File: src/rtl/io_xlate_pkg.sv
package io_xlate_pkg;
  typedef enum logic [2:0] {
    FLT_NONE  = 3'd0,
    FLT_RANGE = 3'd1,
    FLT_RINV  = 3'd2,
    FLT_SINV  = 3'd3,
    FLT_PINV  = 3'd4,
    FLT_TYPE  = 3'd5,
    FLT_PROT  = 3'd6
  } fault_e;

  typedef enum logic [1:0] {
    LVL_REGION  = 2'd0,
    LVL_SEGMENT = 2'd1,
    LVL_PAGE    = 2'd2
  } level_e;

  typedef enum logic [1:0] {
    ST_IDLE  = 2'd0,
    ST_ISSUE = 2'd1,
    ST_WAIT  = 2'd2,
    ST_RESP  = 2'd3
  } state_e;

  localparam int unsigned TBL_INV_BIT  = 5;
  localparam int unsigned PG_INV_BIT   = 10;
  localparam int unsigned PROT_BIT     = 9;
  localparam int unsigned TYPE_LSB     = 2;
  localparam logic [1:0]  TYPE_TO_SEG  = 2'b01;
  localparam logic [1:0]  TYPE_TO_PAGE = 2'b00;
endpackage

File: src/rtl/io_xlate_index.sv
module io_xlate_index
  import io_xlate_pkg::*;
#(
  parameter int unsigned ADDR_W = 64,
  parameter int unsigned RX_W   = 11,
  parameter int unsigned SX_W   = 11,
  parameter int unsigned PX_W   = 8,
  parameter int unsigned PG_W   = 12,
  parameter int unsigned ENT_SH = 3,
  localparam int unsigned VA_W  = RX_W + SX_W + PX_W + PG_W,
  localparam int unsigned IDX_W = (RX_W > SX_W) ? RX_W : SX_W
) (
  input  logic [VA_W-1:0]   vaddr_i,
  input  level_e            level_i,
  input  logic [ADDR_W-1:0] origin_i,
  output logic [ADDR_W-1:0] ent_addr_o
);
  logic [IDX_W-1:0] idx;

  always_comb begin
    unique case (level_i)
      LVL_REGION:  idx = IDX_W'(vaddr_i[PG_W+PX_W+SX_W +: RX_W]);
      LVL_SEGMENT: idx = IDX_W'(vaddr_i[PG_W+PX_W +: SX_W]);
      default:     idx = IDX_W'(vaddr_i[PG_W +: PX_W]);
    endcase
  end

  assign ent_addr_o = origin_i + {{(ADDR_W-IDX_W-ENT_SH){1'b0}}, idx, {ENT_SH{1'b0}}};
endmodule

File: src/rtl/io_xlate_entry_check.sv
module io_xlate_entry_check
  import io_xlate_pkg::*;
#(
  parameter int unsigned ADDR_W = 64,
  parameter int unsigned RT_FLAG_W = 14,
  parameter int unsigned ST_FLAG_W = 11,
  parameter int unsigned PT_FLAG_W = 12
) (
  input  logic [ADDR_W-1:0] entry_i,
  input  level_e            level_i,
  input  logic              write_i,
  output fault_e            fault_o,
  output logic [ADDR_W-1:0] next_o
);
  localparam logic [ADDR_W-1:0] RT_MASK = ~((ADDR_W'(1) << RT_FLAG_W) - ADDR_W'(1));
  localparam logic [ADDR_W-1:0] ST_MASK = ~((ADDR_W'(1) << ST_FLAG_W) - ADDR_W'(1));
  localparam logic [ADDR_W-1:0] PT_MASK = ~((ADDR_W'(1) << PT_FLAG_W) - ADDR_W'(1));

  logic [1:0] etype;
  logic       prot_hit;

  assign etype    = entry_i[TYPE_LSB +: 2];
  assign prot_hit = write_i && entry_i[PROT_BIT];

  always_comb begin
    fault_o = FLT_NONE;
    next_o  = '0;
    unique case (level_i)
      LVL_REGION: begin
        next_o = entry_i & RT_MASK;
        if (entry_i[TBL_INV_BIT])        fault_o = FLT_RINV;
        else if (etype != TYPE_TO_SEG)   fault_o = FLT_TYPE;
        else if (prot_hit)               fault_o = FLT_PROT;
      end
      LVL_SEGMENT: begin
        next_o = entry_i & ST_MASK;
        if (entry_i[TBL_INV_BIT])        fault_o = FLT_SINV;
        else if (etype != TYPE_TO_PAGE)  fault_o = FLT_TYPE;
        else if (prot_hit)               fault_o = FLT_PROT;
      end
      default: begin
        next_o = entry_i & PT_MASK;
        if (entry_i[PG_INV_BIT])         fault_o = FLT_PINV;
        else if (prot_hit)               fault_o = FLT_PROT;
      end
    endcase
  end
endmodule

File: src/rtl/io_xlate_walker.sv
module io_xlate_walker
  import io_xlate_pkg::*;
#(
  parameter int unsigned ADDR_W    = 64,
  parameter int unsigned RX_W      = 11,
  parameter int unsigned SX_W      = 11,
  parameter int unsigned PX_W      = 8,
  parameter int unsigned PG_W      = 12,
  parameter int unsigned RT_FLAG_W = 14,
  parameter int unsigned ST_FLAG_W = 11,
  parameter int unsigned PT_FLAG_W = PG_W,
  localparam int unsigned VA_W     = RX_W + SX_W + PX_W + PG_W
) (
  input  logic              clk_i,
  input  logic              rst_ni,
  input  logic [ADDR_W-1:0] root_origin_i,
  input  logic              req_valid_i,
  output logic              req_ready_o,
  input  logic [ADDR_W-1:0] req_addr_i,
  input  logic              req_write_i,
  output logic              rsp_valid_o,
  input  logic              rsp_ready_i,
  output logic [ADDR_W-1:0] rsp_paddr_o,
  output logic [2:0]        rsp_fault_o,
  output logic              mem_req_o,
  input  logic              mem_gnt_i,
  output logic [ADDR_W-1:0] mem_addr_o,
  input  logic              mem_rvalid_i,
  input  logic [ADDR_W-1:0] mem_rdata_i
);
  state_e            state_q;
  level_e            lvl_q;
  logic [VA_W-1:0]   vaddr_q;
  logic              write_q;
  logic [ADDR_W-1:0] origin_q;
  logic [ADDR_W-1:0] paddr_q;
  fault_e            fault_q;

  fault_e            chk_fault;
  logic [ADDR_W-1:0] chk_next;
  logic              out_of_range;

  assign out_of_range = |req_addr_i[ADDR_W-1:VA_W];

  io_xlate_index #(
    .ADDR_W(ADDR_W), .RX_W(RX_W), .SX_W(SX_W), .PX_W(PX_W), .PG_W(PG_W), .ENT_SH(3)
  ) u_index (
    .vaddr_i   (vaddr_q),
    .level_i   (lvl_q),
    .origin_i  (origin_q),
    .ent_addr_o(mem_addr_o)
  );

  io_xlate_entry_check #(
    .ADDR_W(ADDR_W), .RT_FLAG_W(RT_FLAG_W), .ST_FLAG_W(ST_FLAG_W), .PT_FLAG_W(PT_FLAG_W)
  ) u_check (
    .entry_i(mem_rdata_i),
    .level_i(lvl_q),
    .write_i(write_q),
    .fault_o(chk_fault),
    .next_o (chk_next)
  );

  always_ff @(posedge clk_i or negedge rst_ni) begin
    if (!rst_ni) begin
      state_q  <= ST_IDLE;
      lvl_q    <= LVL_REGION;
      vaddr_q  <= '0;
      write_q  <= 1'b0;
      origin_q <= '0;
      paddr_q  <= '0;
      fault_q  <= FLT_NONE;
    end else begin
      unique case (state_q)
        ST_IDLE: if (req_valid_i) begin
          vaddr_q  <= req_addr_i[VA_W-1:0];
          write_q  <= req_write_i;
          origin_q <= root_origin_i;
          lvl_q    <= LVL_REGION;
          paddr_q  <= '0;
          if (out_of_range) begin
            fault_q <= FLT_RANGE;
            state_q <= ST_RESP;
          end else begin
            fault_q <= FLT_NONE;
            state_q <= ST_ISSUE;
          end
        end
        ST_ISSUE: if (mem_gnt_i) state_q <= ST_WAIT;
        ST_WAIT: if (mem_rvalid_i) begin
          if (chk_fault != FLT_NONE) begin
            fault_q <= chk_fault;
            state_q <= ST_RESP;
          end else if (lvl_q == LVL_PAGE) begin
            paddr_q <= chk_next | {{(ADDR_W-PG_W){1'b0}}, vaddr_q[PG_W-1:0]};
            state_q <= ST_RESP;
          end else begin
            origin_q <= chk_next;
            lvl_q    <= (lvl_q == LVL_REGION) ? LVL_SEGMENT : LVL_PAGE;
            state_q  <= ST_ISSUE;
          end
        end
        default: if (rsp_ready_i) state_q <= ST_IDLE;
      endcase
    end
  end

  assign req_ready_o = (state_q == ST_IDLE);
  assign mem_req_o   = (state_q == ST_ISSUE);
  assign rsp_valid_o = (state_q == ST_RESP);
  assign rsp_paddr_o = paddr_q;
  assign rsp_fault_o = fault_q;
endmodule

File: config.mk
export PLATFORM = sky130hd
export DESIGN_NAME = io_xlate_walker
export DESIGN_NICKNAME = d
export VERILOG_FILES = /design/src/rtl/io_xlate_pkg.sv /design/src/rtl/io_xlate_index.sv /design/src/rtl/io_xlate_entry_check.sv /design/src/rtl/io_xlate_walker.sv
export SDC_FILE = /design/constraint.sdc
export NUM_CORES = 1
export LEC_CHECK = 0
export BUFFER_PORTS_ARGS = -buffer_cell sky130_fd_sc_hd__buf_4
export CAP_MARGIN = 20
export CORE_ASPECT_RATIO = 0.7
export CORE_MARGIN = 2
export CORE_UTILIZATION = 42
export DETAILED_ROUTE_END_ITERATION = 10
export GPL_TIMING_DRIVEN = 0
export MAX_ROUTING_LAYER = met4
export PLACE_DENSITY_LB_ADDON = 0.08
export REMOVE_ABC_BUFFERS = 1
export SYNTH_ARGS = -nofsm -noshare
export SYNTH_HDL_FRONTEND = slang
export SYNTH_HIERARCHICAL = 1
export SYNTH_SLANG_ARGS = --single-unit
export TNS_END_PERCENT = 100
File: constraint.sdc
create_clock -name clk_i -period 3.05 [get_ports clk_i]
set_input_delay 0.305 -clock clk_i [delete_from_list [all_inputs] [get_ports clk_i]]
set_output_delay 0.305 -clock clk_i [all_outputs]
set_load 0.01 [all_outputs]
==> summary.md <==
| Metric | Value |
|---|---|
| CP max stage delay | `between 0.5 and 0.6 ns` |
| Clock latency at the later pin of the worst-skew pair | `0.43 ns` |
| First-pass GRT wire length | `approximately 47 mm` |
| Fin Hold WS | `0.0979 ns` |
| Register area share after synthesis | `a little over two fifths` |
| Fin nets | `1564` |
| Commonest non-fill, non-tap cells in the layout | `buf_4, dfrtp_1, nand2_1` |
| Worst-path cell with the longest stage delay | `dfrtp_4` |
| Initial DRC Count | `467` |
| Worst Path Arrival | `3.42 ns` |
| Initial Util | `~43%` |
| Skew final | `approximately 0.012 ns` |
| Total Wirelength | `~31 mm` |
| Fill count | `2090` |
| Number of CTS-inserted buffers | `17` |
| Number of antenna violations at the first check in global routing | `0` |
| Port bufs | `about 330` |
| Cell taking the most area after synthesis | `dfrtp_1` |
| CTS tree | `done` |
| Final hold violation count | `0` |
| Clock sink count | `178` |
| GPL Wtd Cong | `around 0.80` |
| Final Max Tran Viols | `0` |
| Deepest clock path buffer count | `2` |
| Post-synth top flop | `dfrtp_1` |
| Relative slew slack | `47.6%` |
| Max Cap Viol | `0` |
| Die width | `roughly 190 um` |
| Final period util | `122%` |
| Crit Path Class | `flop to primary output` |
| Mapped Area | `about 10000 um^2` |
| Antenna diodes | `0` |
| Largest net degree at the start of global routing | `100` |
| Netlist cell types | `61` |
| Syn-to-layout area delta | `39.4%` |
| Critical path endpoint category | `primary output` |
| Crit path launch type | `flop` |
| Die Y | `between 100 and 150 um` |
| Setup Viol. Count Final | `~110` |
| Vias in the first global route | `8066` |
| Final ANT Viol Nets | `0` |
| FP Rows | `47` |
| Share of layout cells above drive strength 1 | `a little under half` |
| P_leak | `~7.0 nW` |
| Worst-path maximum fanout | `8` |
| Synthesis-stage register bit count | `between 150 and 200` |
| CP Data Required Time | `~2.7 ns` |
| Via-to-Cell Ratio | `around 5.0` |
| Synth Warn # | `6` |
| Via count | `8370` |
| Peak Freq | `between 200 and 300 MHz` |
| Final setup TNS | `-30.67 ns` |
| Routed length per instance | `between 15 and 20 um` |
| Worst slew pin tran | `between 0.7 and 0.8 ns` |
| Die area | `25900 um^2` |
| Most common cell after layout, fill and taps aside | `buf_4` |
| Sequence of cells on the critical path | `buf_8 > buf_4 > mux2i_1 > nor2_1 > ha_1 > and3_4 > o2111ai_1 > a31o_2 > buf_6 > a21oi_4 > buf_8 > nand4_1 > xnor2_1 > buf_4` |
| Fin worst setup slack | `-0.680 ns` |
| # IOs | `333` |
| Top-area cell type share of the netlist area | `~43%` |
| Number of synthesized flops with an enable pin | `0` |
| GRT Total Usage | `24.5%` |
| Fraction of registers with async set/reset | `between 90% and 100%` |
| H-tree levels | `4` |
| Root buffer cell | `clkbuf_16` |
| Design area | `between 10000 and 15000 um^2` |
| Drt pass-1 iters | `5` |
| Status | `complete, but fails checks` |
| Avg Inst Size Synth | `about 9.9 um^2` |
| Max IR drop VDD | `roughly 1.1 mV` |
| Violated checks | `negative setup slack` |
| Hpwl dp | `20.3 mm` |
| # DRC | `0` |
| Gate count after technology mapping | `roughly 1000` |
| Min-delay worst type | `primary input to flop` |
| GR Overflow Total | `0` |
| RSZ-0062 raised after global routing | `yes` |
| Top cells by area, synth | `dfrtp_1, mux2_4, o21ai_0, mux2_2, nand2_1` |
| P per Cell Area | `1290 nW/um^2` |
| Placement Cell Area | `~13000 um^2` |
| CTS clk-pin slew, worst paths | `approximately 0.07 ns` |
| Placeable Area | `around 24000 um^2` |
| Fin crit period | `approximately 3.7 ns` |
[what timing repair did]
item | CTS | global route
hold buffers | 1 | 0
cloned | 5 | 1
gates resized for setup | 84 | 36
setup buffers | 44 | 13
hold endpoints to repair | 79 | 0
setup endpoints to repair | 188 | 160
pin swaps | 38 | 35
[routing by layer]
layer	vias up	share of wire, %	wire length (um)	GRT usage, %
met3	17	6.7	2060	6.35
met5	-	0	0	-
li1	4087	-	-	-
met1	4023	49	15000	34.9
met2	243	44	13500	35.3
met4	0	0.97	298	5.17
[cells by family after synthesis]
| logic type | after synthesis | synth area share, % |
|---|---|---|
| DFF | 178 | 43.2 |
| adders and majority gates | 16 | 2.01 |
| and+or+nand+nor | 290 | 13.1 |
| muxes | 131 | 16.3 |
| buffers and inverters | 183 | 10.3 |
| AOI/OAI and AO/OA | 181 | 10.0 |
| xor gates and xnor gates | 59 | 5.01 |
| other | 1 | 0.0363 |
[synthesized netlist by cell type, types with 14 or more instances]
cell type / count
dfrtp_1: 178
nand2_1: 157
o21ai_0: 142
buf_4: 67
inv_1: 67
mux2_4: 60
mux2_2: 59
xnor2_1: 31
clkbuf_1: 30
xor2_1: 28
nand3_1: 26
nor2_1: 26
and3_1: 15
ha_1: 15
nand4_1: 15
nor4_1: 14
[state kept, by name (all words and copies together), names as in the netlist]
name and cells:
lvl_q 2, origin_q 64, rsp_fault_o 3, rsp_paddr_o 64
state_q 2, vaddr_q 42, write_q 1
[critical path, delay by kind of cell, from the launching register on]
family | cells | cell delay (ns)
mux | 1 | 0.13
compound gates | 3 | 0.53
fa+ha+maj | 1 | 0.35
xor+xnor | 1 | 0.21
simple gates | 3 | 0.42
buf+inv | 5 | 0.78
flops | 1 | 0.57
[stage by stage]
stage / total power, mW / instances / utilization, % / setup WS (ns)
5_1_grt: 19.8 / 1679 / 60.3 / -0.825
2_1_floorplan: 9.91 / 933 / - / -4.08
4_1_cts: 18.1 / 1665 / 58.9 / -0.722
3_3_place_gp: 13.1 / 1577 / 51.9 / -7.88
6_report: 18.6 / 1679 / 60.3 / -0.680
3_5_place_dp: 13.7 / 1584 / 52.8 / -1.59
[power breakdown]
part | leakage (nW) | internal [mW] | switching, mW
Clock | 0.288 | 1.31 | 0.974
Combinational | 4.49 | 6.28 | 5.63
Sequential | 2.21 | 3.48 | 0.940
Total | 6.98 | 11.1 | 7.54
[final timing paths]
check / from / to / slack, ns / depth (start not counted)
max: lvl_q[0]$_DFFE_PN0P_ / mem_addr_o[35] / -0.68 / 14
min: req_addr_i[3] / vaddr_q[3]$_DFFE_PN0P_ / 0.1 / 2
max reg2reg: lvl_q[0]$_DFFE_PN0P_ / origin_q[47]$_DFFE_PN0P_ / -0.03 / 12
min reg2reg: rsp_paddr_o[8]$_DFFE_PN0P_ / rsp_paddr_o[8]$_DFFE_PN0P_ / 0.48 / 2
max in group asynchronous: rst_ni / lvl_q[1]$_DFFE_PN0P_ / 1.61 / 3
min in group asynchronous: rst_ni / rsp_paddr_o[49]$_DFFE_PN0P_ / 0.43 / 2
[area by class of cell]
class | count | area (um^2) | share of cell area, %
clock buffer | 18 | 439 | 3.05
clock inverter | 13 | 159 | 1.10
inverter | 67 | 251 | 1.75
multi-input combinational | 690 | 5340 | 37.1
sequential | 178 | 4460 | 31.0
tap | 318 | 398 | 2.77
timing repair buffer | 395 | 3330 | 23.2
Power figures use the tool's default switching activity.
